$ cat src/rtl/bcs_pkg.sv
package bcs_pkg;
  // Burst length codes
  localparam logic [2:0] LEN_1    = 3'b000;
  localparam logic [2:0] LEN_2    = 3'b001;
  localparam logic [2:0] LEN_4    = 3'b010;
  localparam logic [2:0] LEN_8    = 3'b011;
  localparam logic [2:0] LEN_FULL = 3'b111;

  // Strobes from control to datapath
  typedef struct packed {
    logic load;   // capture start column, mask and ordering, clear beat count
    logic step;   // advance one beat
  } ctrl_strobe_t;
endpackage

$ cat src/rtl/bcs_len_decode.sv
module bcs_len_decode #(
  parameter int COL_W    = 9,
  parameter int FIN_LOG2 = 3   // log2 of the longest finite burst
) (
  input  logic [2:0]       lenCode,
  input  logic             interleave,
  output logic [COL_W-1:0] lowMask,
  output logic             fullPage
);
  import bcs_pkg::*;

  logic [COL_W-1:0] finMask;
  int               lenLog2;

  always_comb begin
    fullPage = (lenCode == LEN_FULL) && !interleave;
    // Reserved codes and the illegal interleaved full page fall back to the longest finite length
    lenLog2  = lenCode[2] ? FIN_LOG2 : int'(lenCode[1:0]);
  end

  for (genvar i = 0; i < COL_W; i++) begin : g_mask
    assign finMask[i] = (i < lenLog2);
  end

  assign lowMask = fullPage ? {COL_W{1'b1}} : finMask;
endmodule

$ cat src/rtl/bcs_datapath.sv
module bcs_datapath #(
  parameter int COL_W = 9
) (
  input  logic                  clk,
  input  logic                  rst_n,
  input  bcs_pkg::ctrl_strobe_t strobe,
  input  logic [COL_W-1:0]      startCol,
  input  logic [COL_W-1:0]      maskIn,
  input  logic                  interleaveIn,
  output logic [COL_W-1:0]      colOut,
  output logic                  atEnd
);
  logic [COL_W-1:0] baseCol;
  logic [COL_W-1:0] beatCnt;
  logic [COL_W-1:0] lowMask;
  logic             ilvMode;
  logic [COL_W-1:0] seqCol;
  logic [COL_W-1:0] ilvCol;

  always_ff @(posedge clk or negedge rst_n) begin
    if (!rst_n) begin
      baseCol <= '0;
      beatCnt <= '0;
      lowMask <= '0;
      ilvMode <= 1'b0;
    end else if (strobe.load) begin
      baseCol <= startCol;
      beatCnt <= '0;
      lowMask <= maskIn;
      ilvMode <= interleaveIn;
    end else if (strobe.step) begin
      beatCnt <= beatCnt + 1'b1;
    end
  end

  always_comb begin
    seqCol = (baseCol & ~lowMask) | ((baseCol + beatCnt) & lowMask);
    ilvCol = baseCol ^ (beatCnt & lowMask);
    colOut = ilvMode ? ilvCol : seqCol;
    atEnd  = (beatCnt == lowMask);
  end
endmodule

$ cat src/rtl/bcs_ctrl.sv
module bcs_ctrl (
  input  logic                  clk,
  input  logic                  rst_n,
  input  logic                  startValid,
  input  logic                  terminate,
  input  logic                  fullPageIn,
  input  logic                  atEnd,
  output bcs_pkg::ctrl_strobe_t strobe,
  output logic                  colValid,
  output logic                  lastBeat
);
  logic active;
  logic fullPage;
  logic finalBeat;

  assign finalBeat = active && !fullPage && atEnd;

  always_comb begin
    strobe.load = startValid;
    strobe.step = active && !startValid && !terminate && !finalBeat;
  end

  always_ff @(posedge clk or negedge rst_n) begin
    if (!rst_n) begin
      active   <= 1'b0;
      fullPage <= 1'b0;
    end else if (startValid) begin
      active   <= 1'b1;
      fullPage <= fullPageIn;
    end else if (terminate || finalBeat) begin
      active   <= 1'b0;
    end
  end

  assign colValid = active;
  assign lastBeat = finalBeat;
endmodule

$ cat src/rtl/burst_col_seq.sv
module burst_col_seq #(
  parameter int COL_W    = 9,
  parameter int FIN_LOG2 = 3
) (
  input  logic             clk,
  input  logic             rst_n,
  input  logic             startValid,
  input  logic [COL_W-1:0] startCol,
  input  logic [2:0]       lenCode,
  input  logic             interleave,
  input  logic             terminate,
  output logic [COL_W-1:0] colOut,
  output logic             colValid,
  output logic             lastBeat
);
  bcs_pkg::ctrl_strobe_t strobe;
  logic [COL_W-1:0]      decMask;
  logic                  decFull;
  logic                  atEnd;

  bcs_len_decode #(.COL_W(COL_W), .FIN_LOG2(FIN_LOG2)) dec_i (
    .lenCode   (lenCode),
    .interleave(interleave),
    .lowMask   (decMask),
    .fullPage  (decFull)
  );

  bcs_ctrl ctrl_i (
    .clk       (clk),
    .rst_n     (rst_n),
    .startValid(startValid),
    .terminate (terminate),
    .fullPageIn(decFull),
    .atEnd     (atEnd),
    .strobe    (strobe),
    .colValid  (colValid),
    .lastBeat  (lastBeat)
  );

  bcs_datapath #(.COL_W(COL_W)) dp_i (
    .clk         (clk),
    .rst_n       (rst_n),
    .strobe      (strobe),
    .startCol    (startCol),
    .maskIn      (decMask),
    .interleaveIn(interleave),
    .colOut      (colOut),
    .atEnd       (atEnd)
  );
endmodule

$ cat config.mk
export PLATFORM = sky130hd
export DESIGN_NAME = burst_col_seq
export DESIGN_NICKNAME = d
export VERILOG_FILES = /design/src/rtl/bcs_pkg.sv /design/src/rtl/bcs_len_decode.sv /design/src/rtl/bcs_datapath.sv /design/src/rtl/bcs_ctrl.sv /design/src/rtl/burst_col_seq.sv
export SDC_FILE = /design/constraint.sdc
export NUM_CORES = 1
export LEC_CHECK = 0
export ABC_AREA = 1
export CAP_MARGIN = 30
export CORE_UTILIZATION = 30
export DETAILED_ROUTE_END_ITERATION = 10
export SYNTH_ARGS = -nofsm -noshare
export SYNTH_HDL_FRONTEND = slang
export SYNTH_SLANG_ARGS = --single-unit
$ cat constraint.sdc
create_clock -name clk -period 1.7 [get_ports clk]
set_input_delay 0.255 -clock clk [delete_from_list [all_inputs] [get_ports clk]]
set_output_delay 0.255 -clock clk [all_outputs]
set_load 0.01 [all_outputs]
==> run metrics, run 1 <==
PD cells=523 nW/um^2; Clock Pin Slew Worst Setup and Hold Paths=0.09 ns; post-synthesis mux area share=0; crit path launch type=flip-flop; CTS tree=built; Period Utilization, post-route=1.28; iteration count of the initial detailed-routing pass=4; Vias=2066; Post-synth EDFFs=0; worst-path maximum fanout=3; first-pass GRT wire length=9270 um; gpl congestion=0.787; Area contributors post-synth=dfrtp_1 (31%), nand2_1 (15%), ha_1 (12%); Synth area leader=dfrtp_1; die width=82.6 um; PnR Total Power=1.67 mW; GRT Total Usage=0.182; cell count after placement=424; sw power=0.535 mW; # IOs=28; FMAX=460 MHz; final slew viol count=0; most frequent cell after synthesis=nand2_1; register-to-register setup slack=-0.14 ns; Syn Area/Cell=6.99 sq um; final hold viol count=0; pin count of the biggest net entering global routing=25; Warnings, synthesis=0; CP Data Arrival Time=1.92 ns; cell count after synthesis=279; post-synthesis sequential area ratio=0.308; Leak=1.50 nW; Sw Share=0.321; ys async rst share=1.00; detailed placer's ending HPWL=4090 um; # Max-Cap Violations=0; min Tclk post-route=2.17 ns; fin nets=396; detailed-route DRC error count=0; Slew @ Worst Pin=0.333 ns; DIE AREA=6820 sq um; initial antenna violation count=0; min-delay worst type=input port to asynchronous set/reset pin; PnR worst setup slack=-0.474 ns; CTS root buf=clkbuf_8; ratio of cells with drive above 1 in the final layout=0.384; xor/xnor share of the synthesized area=0.0404; Clock Latency Late Sink=0.27 ns; Ant. Diodes=0; post-synthesis compound-gate area fraction=0.121; FF-to-FF path depth=11; CTS max path bufs=2; Remaining Overflow, GRT=0; Sink Count=24; failing checks=setup timing; Hold Buf Count CTS=0; Total Wirelength=5890 um; Mapped Area=1950 sq um; Crit. End Element=output pin; area of the core=6310 sq um; htree depth=1; cell internal pwr=1.13 mW; Post-synth top cells=nand2_1 (78), inv_1 (36), nand3_1 (26); Worst Path Required=1.44 ns; Max Clock Skew=0.00815 ns; Fill cells=594; DRT antenna net count=0; input/output buffers=27; relative slew slack=0.778; largest family of logic cells by synthesized area=simple AND/OR/NAND/NOR gates; Placement Rows=29; # setup viols final=19; vias in the first global route=2062; area share of the largest cell type after synthesis=0.308; peak supply drop=287 uV; syn nets=315; Initial DRC Count=50; TNS Setup=-4.35 ns; RSZ-0062 raised after global routing=true; #FFs+latches synth=24; Synth cell types=32; CP Class=flip-flop to output pin; Area Growth Syn to Fin=63.4%; status=finished with violations; Synth Area in Simple Gates=0.307; Num CTS Buffers=3; Via-to-Cell Ratio=4.74; Synth Area in Adders=0.126; Layout Cells excl Fill=436; Starting Density=0.309; sequential power share=0.382; DR WL/cell=13.5 um; Comb pwr share=0.373; Die H=82.6 um; Clk network pwr share=0.245; Primary FF master, synth=dfrtp_1
## stage by stage
step / util / area, sq um / setup slack [ns] / hold slack, ns
6_report: 0.504 / 3180 / -0.474 / 0.347
5_1_grt: 0.504 / 3180 / -0.618 / 0.379
4_1_cts: 0.470 / 2970 / -0.452 / 0.364
3_5_place_dp: 0.426 / 2690 / -0.570 / 0.581
3_3_place_gp: 0.426 / 2690 / -0.552 / 0.571
2_1_floorplan: - / 1980 / -0.0824 / -0.0406
## final cells by class
cell class                      count  area, sq um  area share
Tap cell                           77         96.3      0.0303
Sequential cell                    24          604       0.190
Timing Repair Buffer               84          724       0.228
Clock buffer                        4         55.1      0.0173
Inverter                           38          149      0.0468
Multi-Input combinational cell    209         1560       0.488
## sequential cells by signal, summed over array words and instances (netlist names)
| name | count |
|---|---|
| dp_i.lowMask | 4 |
| ctrl_i.colValid | 1 |
| dp_i.baseCol | 9 |
| dp_i.beatCnt | 9 |
| dp_i.ilvMode | 1 |
## cell usage in the layout, fill, tap and decap left out, types with 8 or more instances in the layout
master / instances
nand2_1: 65
buf_4: 47
inv_1: 33
dfrtp_1: 21
nand3_1: 17
clkdlybuf4s50_1: 17
ha_4: 15
a21oi_1: 14
o21ai_0: 14
nor2_1: 12
buf_6: 9
nand2_2: 8
nand3_2: 8
buf_2: 8
## worst max-delay path, stage by stage, from the launching register on
cell and delay [ns]:
dfrtp_1 0.40, ha_4 0.16, inv_2 0.03, fa_2 0.33, inv_2 0.08, nand2_4 0.06
nand2_4 0.07, nand3b_1 0.10, nand2_1 0.08, nand2_1 0.05, nand3_1 0.08, nand2_1 0.06
nand2_2 0.06, buf_6 0.09
## path summary, 6_finish.rpt
| path | startpoint | to |
|---|---|---|
| max | dp_i.baseCol[0] | colOut[6] |
| min | rst_n | dp_i.baseCol[6] |
| max reg2reg | dp_i.beatCnt[6] | dp_i.beatCnt[4] |
| min reg2reg | dp_i.baseCol[7] | dp_i.baseCol[7] |
| max in group asynchronous | rst_n | dp_i.lowMask[7] |
| min in group clk | startCol[3] | dp_i.baseCol[3] |
## layer usage
layer | GRT usage | routed length [um] | share of wire
met1 | 0.231 | 2640 | 0.45
met2 | 0.321 | 2980 | 0.51
met4 | 0.0707 | 149 | 0.025
met5 | 0 | 0 | 0
met3 | 0.0132 | 120 | 0.020
## power groups by stage
stage               logic, mW  registers [mW]  clock network, mW
CTS                     0.564           0.634              0.419
global placement        0.522           0.638                  0
global route            0.685           0.642              0.448
detailed placement      0.527           0.639                  0
floorplan               0.232           0.645                  0
finish                  0.621           0.637              0.407
## cell families (layout without fill, tap and decap cells)
kind of cell	after synthesis	after routing
AND/OR/NAND/NOR	137	137
buffers and inverters	46	126
AO/OA/AOI/OAI	44	44
flip-flops	24	24
adder cells (fa/ha/maj)	19	19
XOR/XNOR	9	9
## what timing repair did
item                                    4_1_cts  5_1_grt
cloned                                        1        0
pin swaps                                    26       27
setup buffers                                 8        4
gates resized for setup                      75       45
endpoints found under the setup margin       20       20
Note: power is estimated with default switching activity, not from simulation.
==> run 2: changes to the inputs <==
SKIP_CTS_REPAIR_TIMING = 1   (was not set)
SLEW_MARGIN = 20   (was not set)
==> run metrics, run 2 (synthesis gave the netlist of run 1 again) <==
status=finished with violations; failing checks=setup timing; Num CTS Buffers=3; # IOs=28; register-to-register setup slack=-0.09 ns; CP Class=flip-flop to output pin; CP Data Arrival Time=1.91 ns; CTS root buf=clkbuf_8; Final Instance Area=3090 sq um; iteration count of the initial detailed-routing pass=4; Starting Density=0.309; R2R Path End=dp_i.beatCnt[2]; relative slew slack=0.748; CTS max path bufs=2; Remaining Overflow, GRT=0; input/output buffers=27; worst slack, placed=-0.570 ns; Ant. Diodes=0; CP Buf/Inv Count=3; Clock Pin Slew Worst Setup and Hold Paths=0.10 ns; Critical Path, Cell by Cell=inv_1, fa_2, inv_2, nand2_4, nand2_4, nand3b_1, nand2_1, nand2_1, nand3_1, nand2_1, nand2_2, buf_6; FF-to-FF path depth=11; vias in the first global route=1893; gpl congestion=0.787; die width=82.6 um; initial antenna violation count=0; final slew viol count=0; Leak=1.50 nW; Period Utilization, post-route=1.27; PnR worst setup slack=-0.463 ns; crit path to=colOut[6]; detailed placer's ending HPWL=4090 um; detailed-route DRC error count=0; footprint of the multi-input gates=1490 sq um; Post-Place Cell Area=2690 sq um; PnR Total Power=1.64 mW; slowest CP cell=dfrtp_1; htree depth=1; area occupied by registers=604 sq um; Fill cells=604; DIE AREA=6820 sq um; Initial DRC Count=73; # Max-Cap Violations=0; Via-to-Cell Ratio=4.69; worst hold margin=0.352 ns; slowest stage delay, CP=0.44 ns; CP top delay family=simple AND/OR/NAND/NOR gates; crit path launch type=flip-flop; CTS tree=built; DRT antenna net count=0; Slew @ Worst Pin=0.376 ns; fin nets=394; Sink Count=24; commonest cells after routing, fill and taps aside=nand2_1 (65), buf_4 (48), inv_1 (33), dfrtp_1 (21), nand3_1 (18); most frequent CP cell=nand2_1; min-delay worst type=input port to asynchronous set/reset pin; # setup viols final=18; Crit. End Element=output pin; most common cell after layout, fill and taps aside=nand2_1; area of the core=6310 sq um; ratio of cells with drive above 1 in the final layout=0.361; Crit path depth=12; first-pass GRT wire length=8430 um; final hold viol count=0; Die H=82.6 um; peak supply drop=292 uV; biggest regs=dp_i.baseCol: 9 flops, dp_i.beatCnt: 9 flops, dp_i.lowMask: 4 flops; worst-path maximum fanout=4; Placement Rows=29; Area Growth Syn to Fin=58.7%; GRT Total Usage=0.165; PD cells=532 nW/um^2; Total Wirelength=5690 um; RSZ-0062 raised after global routing=true; pin count of the biggest net entering global routing=25; Max Clock Skew=0.00813 ns; min Tclk post-route=2.16 ns; Vias=2036; Worst Path Required=1.44 ns; Clock Latency Late Sink=0.27 ns; DR WL/cell=13.1 um; Worst Setup SP=dp_i.beatCnt[1]; FMAX=462 MHz; worst reg2reg path startpoint=dp_i.lowMask[7]
==> run 2: cell types whose count changed in the layout (fill, tap and decap cells not counted), moves of 2 or more <==
cell and change:
ha_4 -4, ha_1 +3, nand2_2 -2, nor2_2 -2
buf_6 -3, nand2_4 +2
==> run 2: layer usage <==
layer / track usage / up-vias / share of wire
li1: - / 1059 / -
met1: 0.214 / 938 / 0.46
met2: 0.288 / 33 / 0.51
met3: 0.0110 / 6 / 0.019
met4: 0.0569 / 0 / 0.011
met5: 0 / - / 0
==> run 2: final cells by class <==
class | instances | area share
Tap cell | 77 | 0.0311
Inverter | 38 | 0.0461
Sequential cell | 24 | 0.195
Multi-Input combinational cell | 209 | 0.482
Clock buffer | 4 | 0.0178
Timing Repair Buffer | 82 | 0.227
==> run 2: where the power goes <==
group          internal (mW)  total, mW  leakage [nW]  switching, mW
sequential             0.603      0.632         0.296         0.0290
combinational          0.309      0.601          1.18          0.293
clock                  0.207      0.411        0.0288          0.203
==> run 2: how the worst min path moves through the flow <==
stage                          from               to  slack [ns]  cells after the start
floorplan                     rst_n  ctrl_i.colValid       -0.04                      0
global placement    dp_i.beatCnt[0]  dp_i.beatCnt[0]        0.57                      2
detailed placement  dp_i.beatCnt[0]  dp_i.beatCnt[0]        0.58                      2
CTS                           rst_n  dp_i.baseCol[7]        0.36                      2
global route                  rst_n  dp_i.beatCnt[7]        0.39                      2
finish                        rst_n  dp_i.baseCol[6]        0.35                      2
==> run 2: stage by stage <==
| stage | std cells | setup TNS, ns | util |
|---|---|---|---|
| finish | 434 | -3.87 | 0.490 |
| global route | 434 | -5.51 | 0.490 |
| CTS | 428 | -9.46 | 0.435 |
| detailed placement | 424 | -6.18 | 0.426 |
| global placement | 424 | -5.91 | 0.426 |
| floorplan | 279 | -0.214 | - |
==> run 3: changes to the inputs <==
CORE_UTILIZATION = 49   (was 30)
GPL_TIMING_DRIVEN = 0   (was not set)
PLACE_DENSITY = 0.76   (was not set)
==> run metrics, run 3 (synthesis gave the netlist of run 1 again) <==
Sink Count=24; DRT antenna net count=0; # Max-Cap Violations=0; detailed-route DRC error count=0; input/output buffers=27; worst-path maximum fanout=5; CTS root buf=clkbuf_8; fin nets=368; Starting Density=0.521; biggest regs=dp_i.baseCol: 9 flops, dp_i.beatCnt: 9 flops, dp_i.lowMask: 4 flops; CTS max path bufs=2; initial antenna violation count=0; final slew viol count=0; Placement Rows=22; Ant. Diodes=0; FMAX=447 MHz; Vias=2053; first-pass GRT wire length=7690 um; Core Util, Final=0.724; min-delay worst type=input port to asynchronous set/reset pin; # IOs=28; CTS tree=built; slowest stage delay, CP=0.44 ns; DR WL/cell=13.9 um; GRT Total Usage=0.237; Layout Cells excl Fill=379; peak supply drop=506 uV; iteration count of the initial detailed-routing pass=5; area of the core=3740 sq um; Via-to-Cell Ratio=5.42; failing checks=setup timing; Crit. End Element=output pin; slowest CP cell=dfrtp_2; DIE AREA=4230 sq um; vias in the first global route=1681; CP top delay family=adder cells; Clock Pin Slew Worst Setup and Hold Paths=0.08 ns; most common cell after layout, fill and taps aside=nand2_1; Slew @ Worst Pin=0.579 ns; RSZ-0062 raised after global routing=true; PnR worst setup slack=-0.537 ns; status=finished with violations; min Tclk post-route=2.24 ns; Leak=1.33 nW; relative slew slack=0.613; PD cells=561 nW/um^2; die width=65.1 um; Max Clock Skew=0.00218 ns; ratio of cells with drive above 1 in the final layout=0.284; Clock Latency Late Sink=0.26 ns; Remaining Overflow, GRT=0; CP Buf/Inv Count=3; detailed placer's ending HPWL=3420 um; Period Utilization, post-route=1.32; htree depth=1; Initial DRC Count=119; Fill cells=317; Worst Path Required=1.44 ns; Total Wirelength=5260 um; pin count of the biggest net entering global routing=16; Die H=65.1 um; PnR Total Power=1.52 mW; Area Growth Syn to Fin=39.0%; CP Class=flip-flop to output pin; worst slack, placed=-0.759 ns; Critical Path, Cell by Cell=ha_4, inv_2, fa_2, inv_2, nand2_4, nand2_4, nand2_1, xnor2_1, o21ai_1, nand2_1, buf_2; CP Data Arrival Time=1.98 ns; area occupied by registers=612 sq um; final hold viol count=0; cell count after placement=355; Num CTS Buffers=3; gpl congestion=0.829; commonest cells after routing, fill and taps aside=nand2_1 (67), inv_1 (34), nand3_1 (22), buf_4 (20), clkdlybuf4s50_1 (17); crit path launch type=flip-flop; # setup viols final=19; footprint of the multi-input gates=1380 sq um
-- run 3: cell count changes in the layout (fill, tap and decap cells not counted), sizes merged --
cell / previous run / this run
clkbuf: 6 / 7
buf: 63 / 36
-- run 3: per-layer routing --
layer / routed length (um) / global-route usage / up-vias
li1: - / - / 1015
met1: 2480 / 0.350 / 983
met2: 2500 / 0.361 / 47
met3: 177 / 0.0211 / 8
met4: 99 / 0.0815 / 0
met5: 0 / 0 / -
-- run 3: report_power, final --
part           internal (mW)  switching (mW)
Combinational          0.236           0.250
Clock                  0.207           0.179
Sequential             0.605          0.0427
-- run 3: area by class of cell --
type,count,share of cell area
multi-input combinational,209,0.509
sequential,24,0.226
timing repair buffer,48,0.152
inverter,38,0.0526
tap,48,0.0222
clock buffer,4,0.0203
buffer,8,0.0185
-- run 3: per-stage QoR --
step,hold WS (ns),instance area [sq um],TNS (ns)
floorplan,-0.0406,1980,-0.214
global placement,0.525,2310,-7.10
detailed placement,0.529,2330,-6.94
CTS,0.361,2390,-10.20
global route,0.392,2710,-5.21
finish,0.355,2710,-3.85
-- run 3: path summary, 6_finish.rpt --
check | start | to | slack [ns] | cells after the start
setup / recovery | dp_i.beatCnt[0] | colOut[4] | -0.54 | 11
hold / removal | rst_n | dp_i.baseCol[0] | 0.35 | 1
setup reg to reg | dp_i.lowMask[7] | dp_i.beatCnt[2] | -0.06 | 9
hold reg to reg | dp_i.baseCol[3] | dp_i.baseCol[3] | 0.55 | 2
max in group asynchronous | rst_n | dp_i.baseCol[3] | 0.86 | 2
min in group clk | startCol[3] | dp_i.baseCol[3] | 0.54 | 3
